### config.mk
export PLATFORM = sky130hd
export DESIGN_NAME = fault_resp_mgr
export DESIGN_NICKNAME = d
export VERILOG_FILES = /design/src/rtl/frm_pkg.sv /design/src/rtl/frm_seq.sv /design/src/rtl/frm_status.sv /design/src/rtl/frm_gate.sv /design/src/rtl/fault_resp_mgr.sv
export SDC_FILE = /design/constraint.sdc
export NUM_CORES = 1
export LEC_CHECK = 0
export ABC_CLOCK_PERIOD_IN_PS = 4620
export BUFFER_PORTS_ARGS = -buffer_cell sky130_fd_sc_hd__buf_2
export CORE_MARGIN = 5
export CORE_UTILIZATION = 54
export DETAILED_ROUTE_END_ITERATION = 7
export GPL_ROUTABILITY_DRIVEN = 0
export HOLD_SLACK_MARGIN = 0.08
export PLACE_DENSITY = 0.81
export SETUP_SLACK_MARGIN = 0.3
export SLEW_MARGIN = 20
export SYNTH_ARGS = -nofsm -noshare
export SYNTH_HDL_FRONTEND = slang
export SYNTH_SLANG_ARGS = --single-unit
### constraint.sdc
create_clock -name clk -period 4.62 [get_ports clk]
set_input_delay 0.462 -clock clk [delete_from_list [all_inputs] [get_ports clk]]
set_output_delay 0.462 -clock clk [all_outputs]
set_load 0.005 [all_outputs]
### src/rtl/frm_pkg.sv
package frm_pkg;

    localparam int NSRC = 11;

    localparam int B_OT    = 0;
    localparam int B_OC    = 1;
    localparam int B_OCW   = 2;
    localparam int B_NOC   = 3;
    localparam int B_OVT   = 4;
    localparam int B_OVF   = 5;
    localparam int B_OVW   = 6;
    localparam int B_UVT   = 7;
    localparam int B_UVW   = 8;
    localparam int B_LOCK  = 9;
    localparam int B_VINOV = 10;

    typedef enum logic [2:0] {
        ST_IDLE   = 3'd0,
        ST_RAMP   = 3'd1,
        ST_RUN    = 3'd2,
        ST_HICCUP = 3'd3,
        ST_LATCH  = 3'd4
    } cstate_e;

    typedef struct packed {
        logic hs_off;
        logic ls_hold;
        logic ls_off;
    } gate_cmd_t;

    // mode field: 0 latch, 1 restart, 2/3 ignore
    function automatic logic mode_acts(input logic [1:0] m);
        return ~m[1];
    endfunction

    function automatic logic mode_latches(input logic [1:0] m);
        return (m == 2'd0);
    endfunction

    function automatic logic is_converting(input cstate_e s);
        return (s == ST_RAMP) || (s == ST_RUN);
    endfunction

    function automatic logic is_stopped_fault(input cstate_e s);
        return (s == ST_HICCUP) || (s == ST_LATCH);
    endfunction

endpackage

### src/rtl/frm_seq.sv
module frm_seq
    import frm_pkg::*;
#(
    parameter int RAMP_W = 8,
    parameter int HIC_W  = 10
) (
    input  logic              clk,
    input  logic              rst,
    input  logic              enable,
    input  logic              vin_above_on,
    input  logic              vin_below_off,
    input  logic              flt_ot,
    input  logic              flt_ov_trk,
    input  logic              flt_ov_fix,
    input  logic              flt_uv_trk,
    input  logic              flt_vin_ov,
    input  logic              evt_noc,
    input  logic              cfg_ot_restart,
    input  logic [1:0]        cfg_ov_mode,
    input  logic [1:0]        cfg_uv_mode,
    input  logic [RAMP_W-1:0] cfg_ramp_cycles,
    input  logic [HIC_W-1:0]  cfg_hiccup_cycles,
    output cstate_e           state,
    output logic              locked,
    output logic              lock_evt,
    output logic              ovp_hold
);

    localparam int CNT_W = (RAMP_W > HIC_W) ? RAMP_W : HIC_W;
    localparam int CW1   = CNT_W + 1;

    cstate_e          st_q, st_d;
    logic [CNT_W-1:0] cnt_q, cnt_d;
    logic             locked_q;
    logic             ovp_q, rel_q;

    logic ov_hit, uv_hit, ov_act, uv_act;
    logic latch_req, restart_req, ovp_cause;
    logic ramp_done, hic_done;
    logic [CW1-1:0] cnt_inc, ramp_lim, hic_lim;

    // input lock with hysteresis
    always_ff @(posedge clk) begin
        if (rst)                locked_q <= 1'b1;
        else if (vin_below_off) locked_q <= 1'b1;
        else if (vin_above_on)  locked_q <= 1'b0;
    end

    assign lock_evt = ~locked_q & vin_below_off;

    // fault classification, tracking checks only in regulation
    always_comb begin
        ov_hit      = (flt_ov_trk & (st_q == ST_RUN)) | flt_ov_fix;
        uv_hit      = flt_uv_trk & (st_q == ST_RUN);
        ov_act      = ov_hit & mode_acts(cfg_ov_mode);
        uv_act      = uv_hit & mode_acts(cfg_uv_mode);
        latch_req   = flt_vin_ov
                    | (flt_ot & ~cfg_ot_restart)
                    | (ov_act & mode_latches(cfg_ov_mode))
                    | (uv_act & mode_latches(cfg_uv_mode));
        restart_req = (flt_ot & cfg_ot_restart)
                    | (ov_act & ~mode_latches(cfg_ov_mode))
                    | (uv_act & ~mode_latches(cfg_uv_mode));
        ovp_cause   = ov_act & ~(flt_ot | flt_vin_ov | uv_act);
    end

    always_comb begin
        cnt_inc  = CW1'(cnt_q) + CW1'(1);
        ramp_lim = (cfg_ramp_cycles == '0) ? CW1'(1) : CW1'(cfg_ramp_cycles);
        hic_lim  = (cfg_hiccup_cycles == '0) ? CW1'(1) : CW1'(cfg_hiccup_cycles);
        ramp_done = (cnt_inc >= ramp_lim);
        hic_done  = (cnt_inc >= hic_lim);
    end

    always_comb begin
        st_d = st_q;
        unique case (st_q)
            ST_IDLE: begin
                if (enable && !locked_q) st_d = ST_RAMP;
            end
            ST_RAMP, ST_RUN: begin
                if (!enable || locked_q)              st_d = ST_IDLE;
                else if (latch_req)                   st_d = ST_LATCH;
                else if (restart_req)                 st_d = ST_HICCUP;
                else if (st_q == ST_RAMP && ramp_done) st_d = ST_RUN;
            end
            ST_HICCUP: begin
                if (!enable || locked_q) st_d = ST_IDLE;
                else if (hic_done)       st_d = ST_RAMP;
            end
            ST_LATCH: begin
                if (!enable) st_d = ST_IDLE;
            end
            default: st_d = ST_IDLE;
        endcase
    end

    always_comb begin
        if (st_d != st_q)
            cnt_d = '0;
        else if (st_q == ST_RAMP || st_q == ST_HICCUP)
            cnt_d = cnt_q + CNT_W'(1);
        else
            cnt_d = '0;
    end

    always_ff @(posedge clk) begin
        if (rst) begin
            st_q  <= ST_IDLE;
            cnt_q <= '0;
        end else begin
            st_q  <= st_d;
            cnt_q <= cnt_d;
        end
    end

    // overvoltage discharge hold and its release by negative current
    always_ff @(posedge clk) begin
        if (rst) begin
            ovp_q <= 1'b0;
            rel_q <= 1'b0;
        end else if (is_converting(st_q) && is_stopped_fault(st_d)) begin
            ovp_q <= ovp_cause;
            rel_q <= 1'b0;
        end else if (is_stopped_fault(st_d)) begin
            if (ovp_q && evt_noc) rel_q <= 1'b1;
        end else begin
            ovp_q <= 1'b0;
            rel_q <= 1'b0;
        end
    end

    assign state    = st_q;
    assign locked   = locked_q;
    assign ovp_hold = ovp_q & ~rel_q & is_stopped_fault(st_q);

endmodule

### src/rtl/frm_status.sv
module frm_status
    import frm_pkg::*;
(
    input  logic            clk,
    input  logic            rst,
    input  cstate_e         state,
    input  logic            ovp_hold,
    input  logic [NSRC-1:0] raw,
    input  logic [NSRC-1:0] alert_mask,
    input  logic            clear_faults,
    output logic [NSRC-1:0] fault_bits,
    output logic            alert_n
);

    logic [NSRC-1:0] stat_q, qual;
    logic            conv, reg_run;

    assign conv    = is_converting(state);
    assign reg_run = (state == ST_RUN);

    always_comb begin
        qual          = '0;
        qual[B_OT]    = raw[B_OT]    & conv;
        qual[B_OC]    = raw[B_OC]    & conv;
        qual[B_OCW]   = raw[B_OCW]   & conv;
        qual[B_NOC]   = raw[B_NOC]   & (conv | ovp_hold);
        qual[B_OVT]   = raw[B_OVT]   & reg_run;
        qual[B_OVF]   = raw[B_OVF]   & conv;
        qual[B_OVW]   = raw[B_OVW]   & reg_run;
        qual[B_UVT]   = raw[B_UVT]   & reg_run;
        qual[B_UVW]   = raw[B_UVW]   & reg_run;
        qual[B_LOCK]  = raw[B_LOCK];
        qual[B_VINOV] = raw[B_VINOV] & conv;
    end

    always_ff @(posedge clk) begin
        if (rst)               stat_q <= '0;
        else if (clear_faults) stat_q <= qual;
        else                   stat_q <= stat_q | qual;
    end

    assign fault_bits = stat_q;
    assign alert_n    = ~|(stat_q & ~alert_mask);

endmodule

### src/rtl/frm_gate.sv
module frm_gate
    import frm_pkg::*;
(
    input  cstate_e   state,
    input  logic      ovp_hold,
    input  logic      flt_oc,
    input  logic      evt_noc,
    output gate_cmd_t cmd,
    output logic      pgood
);

    always_comb begin
        if (is_converting(state)) begin
            cmd.hs_off  = 1'b0;
            cmd.ls_off  = evt_noc;
            cmd.ls_hold = flt_oc & ~evt_noc;
        end else begin
            cmd.hs_off  = 1'b1;
            cmd.ls_hold = ovp_hold;
            cmd.ls_off  = ~ovp_hold;
        end
        pgood = (state == ST_RUN);
    end

endmodule

### src/rtl/fault_resp_mgr.sv
module fault_resp_mgr
    import frm_pkg::*;
#(
    parameter int RAMP_W = 8,
    parameter int HIC_W  = 10
) (
    input  logic              clk,
    input  logic              rst,
    input  logic              enable,
    input  logic              vin_above_on,
    input  logic              vin_below_off,
    input  logic              flt_ot,
    input  logic              flt_oc,
    input  logic              wrn_oc,
    input  logic              evt_noc,
    input  logic              flt_ov_trk,
    input  logic              flt_ov_fix,
    input  logic              wrn_ov,
    input  logic              flt_uv_trk,
    input  logic              wrn_uv,
    input  logic              flt_vin_ov,
    input  logic              cfg_ot_restart,
    input  logic [1:0]        cfg_ov_mode,
    input  logic [1:0]        cfg_uv_mode,
    input  logic [RAMP_W-1:0] cfg_ramp_cycles,
    input  logic [HIC_W-1:0]  cfg_hiccup_cycles,
    input  logic [10:0]       alert_mask,
    input  logic              clear_faults,
    output logic              hs_off,
    output logic              ls_hold,
    output logic              ls_off,
    output logic              pgood,
    output logic              alert_n,
    output logic [10:0]       fault_bits
);

    cstate_e         st;
    logic            locked, lock_evt, ovp_hold;
    logic [NSRC-1:0] raw;
    gate_cmd_t       cmd;

    frm_seq #(.RAMP_W(RAMP_W), .HIC_W(HIC_W)) u_seq (
        .clk(clk), .rst(rst), .enable(enable),
        .vin_above_on(vin_above_on), .vin_below_off(vin_below_off),
        .flt_ot(flt_ot), .flt_ov_trk(flt_ov_trk), .flt_ov_fix(flt_ov_fix),
        .flt_uv_trk(flt_uv_trk), .flt_vin_ov(flt_vin_ov), .evt_noc(evt_noc),
        .cfg_ot_restart(cfg_ot_restart), .cfg_ov_mode(cfg_ov_mode),
        .cfg_uv_mode(cfg_uv_mode), .cfg_ramp_cycles(cfg_ramp_cycles),
        .cfg_hiccup_cycles(cfg_hiccup_cycles),
        .state(st), .locked(locked), .lock_evt(lock_evt), .ovp_hold(ovp_hold)
    );

    always_comb begin
        raw          = '0;
        raw[B_OT]    = flt_ot;
        raw[B_OC]    = flt_oc;
        raw[B_OCW]   = wrn_oc;
        raw[B_NOC]   = evt_noc;
        raw[B_OVT]   = flt_ov_trk;
        raw[B_OVF]   = flt_ov_fix;
        raw[B_OVW]   = wrn_ov;
        raw[B_UVT]   = flt_uv_trk;
        raw[B_UVW]   = wrn_uv;
        raw[B_LOCK]  = lock_evt;
        raw[B_VINOV] = flt_vin_ov;
    end

    frm_status u_stat (
        .clk(clk), .rst(rst), .state(st), .ovp_hold(ovp_hold), .raw(raw),
        .alert_mask(alert_mask), .clear_faults(clear_faults),
        .fault_bits(fault_bits), .alert_n(alert_n)
    );

    frm_gate u_gate (
        .state(st), .ovp_hold(ovp_hold), .flt_oc(flt_oc), .evt_noc(evt_noc),
        .cmd(cmd), .pgood(pgood)
    );

    assign hs_off  = cmd.hs_off;
    assign ls_hold = cmd.ls_hold;
    assign ls_off  = cmd.ls_off;

endmodule

==> reports/metrics.csv <==
metric,value,unit
post-CTS setup buffer count,0,
CTS tree,built,
"Slowest-stage cell, CP",dfxtp_1,
Die Wd,69.6,microns
Leak Pwr,1.09,nW
CP Class,reg -> reg,
Syn. warnings,0,
first-pass GRT wire length,8160,microns
Hold Buf Count CTS,0,
Worst setup EP type,flop,
# IOs,66,
chip height,69.6,microns
WL per Instance,14.2,microns
CP max FO,10,
"Hold Vio Cnt, Final",0,
VDD IR max,194,uV
"Net Count, Synth",295,
Post-Route Skew,8.60,ps
starting density of the core,0.567,
Post-Route WL,4810,microns
Sink Count,27,
CP cell instances,ha_1 -> nand3_1 -> xnor2_1 -> ha_1 -> a2111oi_0 -> o21ai_1 -> a21boi_0 -> o211ai_1 -> a2111oi_4 -> nand3_4 -> a21boi_1,
register area share after synthesis,0.281,
Pwr Density,172,nW/um^2
Least-Margin Pin Slew,485,ps
Slowest Stage Delay on Critical Path,450,ps
DR vias,1864,
layout cell share with drive strength beyond 1,0.271,
Synth area leaders,"dfxtp_1 (28%), ha_1 (11%), inv_1 (5.5%)",
setup TNS,0,ps
Post-DP HPWL,3990,microns
number of max-cap violations,0,
fraction of registers with async set/reset,0,
CTS HTree Levels,1,
Worst path depth,11,
initial antenna violation count,0,
Synth top area share,0.281,
min-delay worst type,in -> reg,
TritonCTS Buffers,3,
post-layout util,0.680,
number of flops mapped to enable cells by yosys,0,
"Cell Area, Placed",2280,sq um
FILL cells,292,
hold depth,2,
Post-Place Cells,334,
Slew HR,0.674,
# DRC,0,
Synth cell types,55,
WP data arrival,3430,ps
RSZ-0062 raised after global routing,no,
post-CTS sizing,0,
CTS Buffer Depth,2,
post-route cell area,2300,sq um
GRT Total Usage,0.200,
Reg2Reg Depth,11,
Seq cells post-synth,27,
Post-Syn Area,1920,sq um
Non-Filler Instances,338,
row count,21,
CP top delay family,compound AO/OA/AOI/OAI gates,
overflow left after global routing,0,
min Tclk post-route,3160,ps
max frequency,316,MHz
clock slew at reported path FFs,140,ps
outcome,finished clean,
Post-synth top flop,dfxtp_1,
"Clk Latency, worst-skew pair",330,ps
Ant. Diodes,0,
starting DRC count in detailed routing,141,
post-route clock period utilization,0.684,
full die area,4850,sq um
crit start category,flop,
input/output buffers,65,
core area,3390,sq um
CP bufs+invs,0,
Slew Limit Fails,0,
Via density,5.51,
cell mode on critical path,ha_1,
DR pass1 iterations,4,
Mapped Cells,228,
largest area contributor in the netlist,dfxtp_1,
final setup violating endpoints,0,
Avg Synthesized Cell Area,8.42,sq um
largest net degree at the start of global routing,20,
Worst EP required,4890,ps
Clk Tree Root Cell,clkbuf_4,
via count of the first global-routing pass,1828,
post-route ant nets,0,
area delta synth->final,19.9,%
Post-layout nets,360,
## cells in the final DEF (no fill, tap or decap), types with 2 or more instances in the layout
| master | count |
|---|---|
| a2111oi_0 | 3 |
| a21boi_0 | 2 |
| a21boi_1 | 8 |
| a21o_1 | 2 |
| a21oi_1 | 13 |
| a2bb2oi_1 | 7 |
| a41o_1 | 2 |
| and3_1 | 4 |
| and3b_1 | 2 |
| buf_2 | 65 |
| clkbuf_4 | 3 |
| dfxtp_1 | 27 |
| ha_1 | 17 |
| inv_1 | 28 |
| nand2_1 | 4 |
| nand2b_1 | 3 |
| nand3_1 | 4 |
| nor2_1 | 21 |
| nor2b_1 | 6 |
| nor3_1 | 6 |
| nor3b_1 | 5 |
| nor4_1 | 2 |
| o2111ai_1 | 2 |
| o21ai_0 | 11 |
| o21ai_1 | 2 |
| o22ai_1 | 6 |
| or3_1 | 4 |
| xnor2_1 | 4 |
| xor2_1 | 4 |
## metal layers
layer	GRT usage	vias to the layer above	wire length, microns
li1	-	965	-
met1	0.259	852	2210
met2	0.344	42	2310
met3	0.0377	5	255
met4	0.0404	0	41
met5	0	-	0
## cells in the mapped netlist, types with 2 or more instances
cell type and n:
nor4_1 2, and3b_1 2, nor3b_1 5, a2bb2oi_1 7
o2111ai_1 2, o22ai_1 6, nor2_1 21, nand2_1 4
nor2b_1 6, a41o_1 2, o21ai_1 2, clkbuf_1 2
xor2_1 4, xnor2_1 4, nand3_1 4, a21o_1 2
and3_1 4, nand2b_1 3, ha_1 17, or3_1 4
a21oi_1 13, o21ai_0 11, dfxtp_1 27, a21boi_1 8
a2111oi_0 3, inv_1 28, a21boi_0 2, nor3_1 6
## per-stage QoR
stage	hold WS [ps]	total power, mW	worst slack, ps
finish	313	0.396	1460
global route	294	0.417	1150
CTS	295	0.399	1450
detailed placement	477	0.298	1490
global placement	477	0.297	1670
floorplan	460	0.266	1900
## state kept, by name (all words and copies together) (netlist names)
| signal | flops |
|---|---|
| u_stat.fault_bits | 11 |
| u_seq.cnt_q | 10 |
| u_seq.state | 3 |
| u_seq.locked | 1 |
| u_seq.ovp_q | 1 |
| u_seq.rel_q | 1 |
## worst paths after layout
path / start / end / slack, ps
min reg2reg: u_stat.fault_bits[3] / u_stat.fault_bits[3] / 500
max: u_seq.cnt_q[0] / u_seq.cnt_q[2] / 1460
max reg2reg: u_seq.cnt_q[0] / u_seq.cnt_q[2] / 1460
min: vin_above_on / u_seq.locked / 310
## final cells by class
class / count / area, sq um / share of cell area
clock buffers: 3 / 22.5 / 0.00978
clock inverters: 1 / 5.00 / 0.00217
inverters: 28 / 105 / 0.0456
multi-input cells: 168 / 1250 / 0.542
flip-flops and latches: 27 / 541 / 0.235
well taps: 46 / 57.6 / 0.0250
repair buffers: 65 / 325 / 0.141
## where the power goes
part / internal (mW) / total, mW / switching, mW
combinational: 0.0282 / 0.0574 / 0.0292
clock: 0.0326 / 0.103 / 0.0703
sequential: 0.234 / 0.235 / 0.00111
total: 0.295 / 0.396 / 0.101
## cells by family after synthesis
family	count (synthesis)	synth area share
flops	27	0.281
buf+inv	33	0.0691
xor+xnor	8	0.0365
compound gates	74	0.292
simple gates	69	0.210
fa+ha+maj	17	0.111
Note: power is estimated with default switching activity, not from simulation.
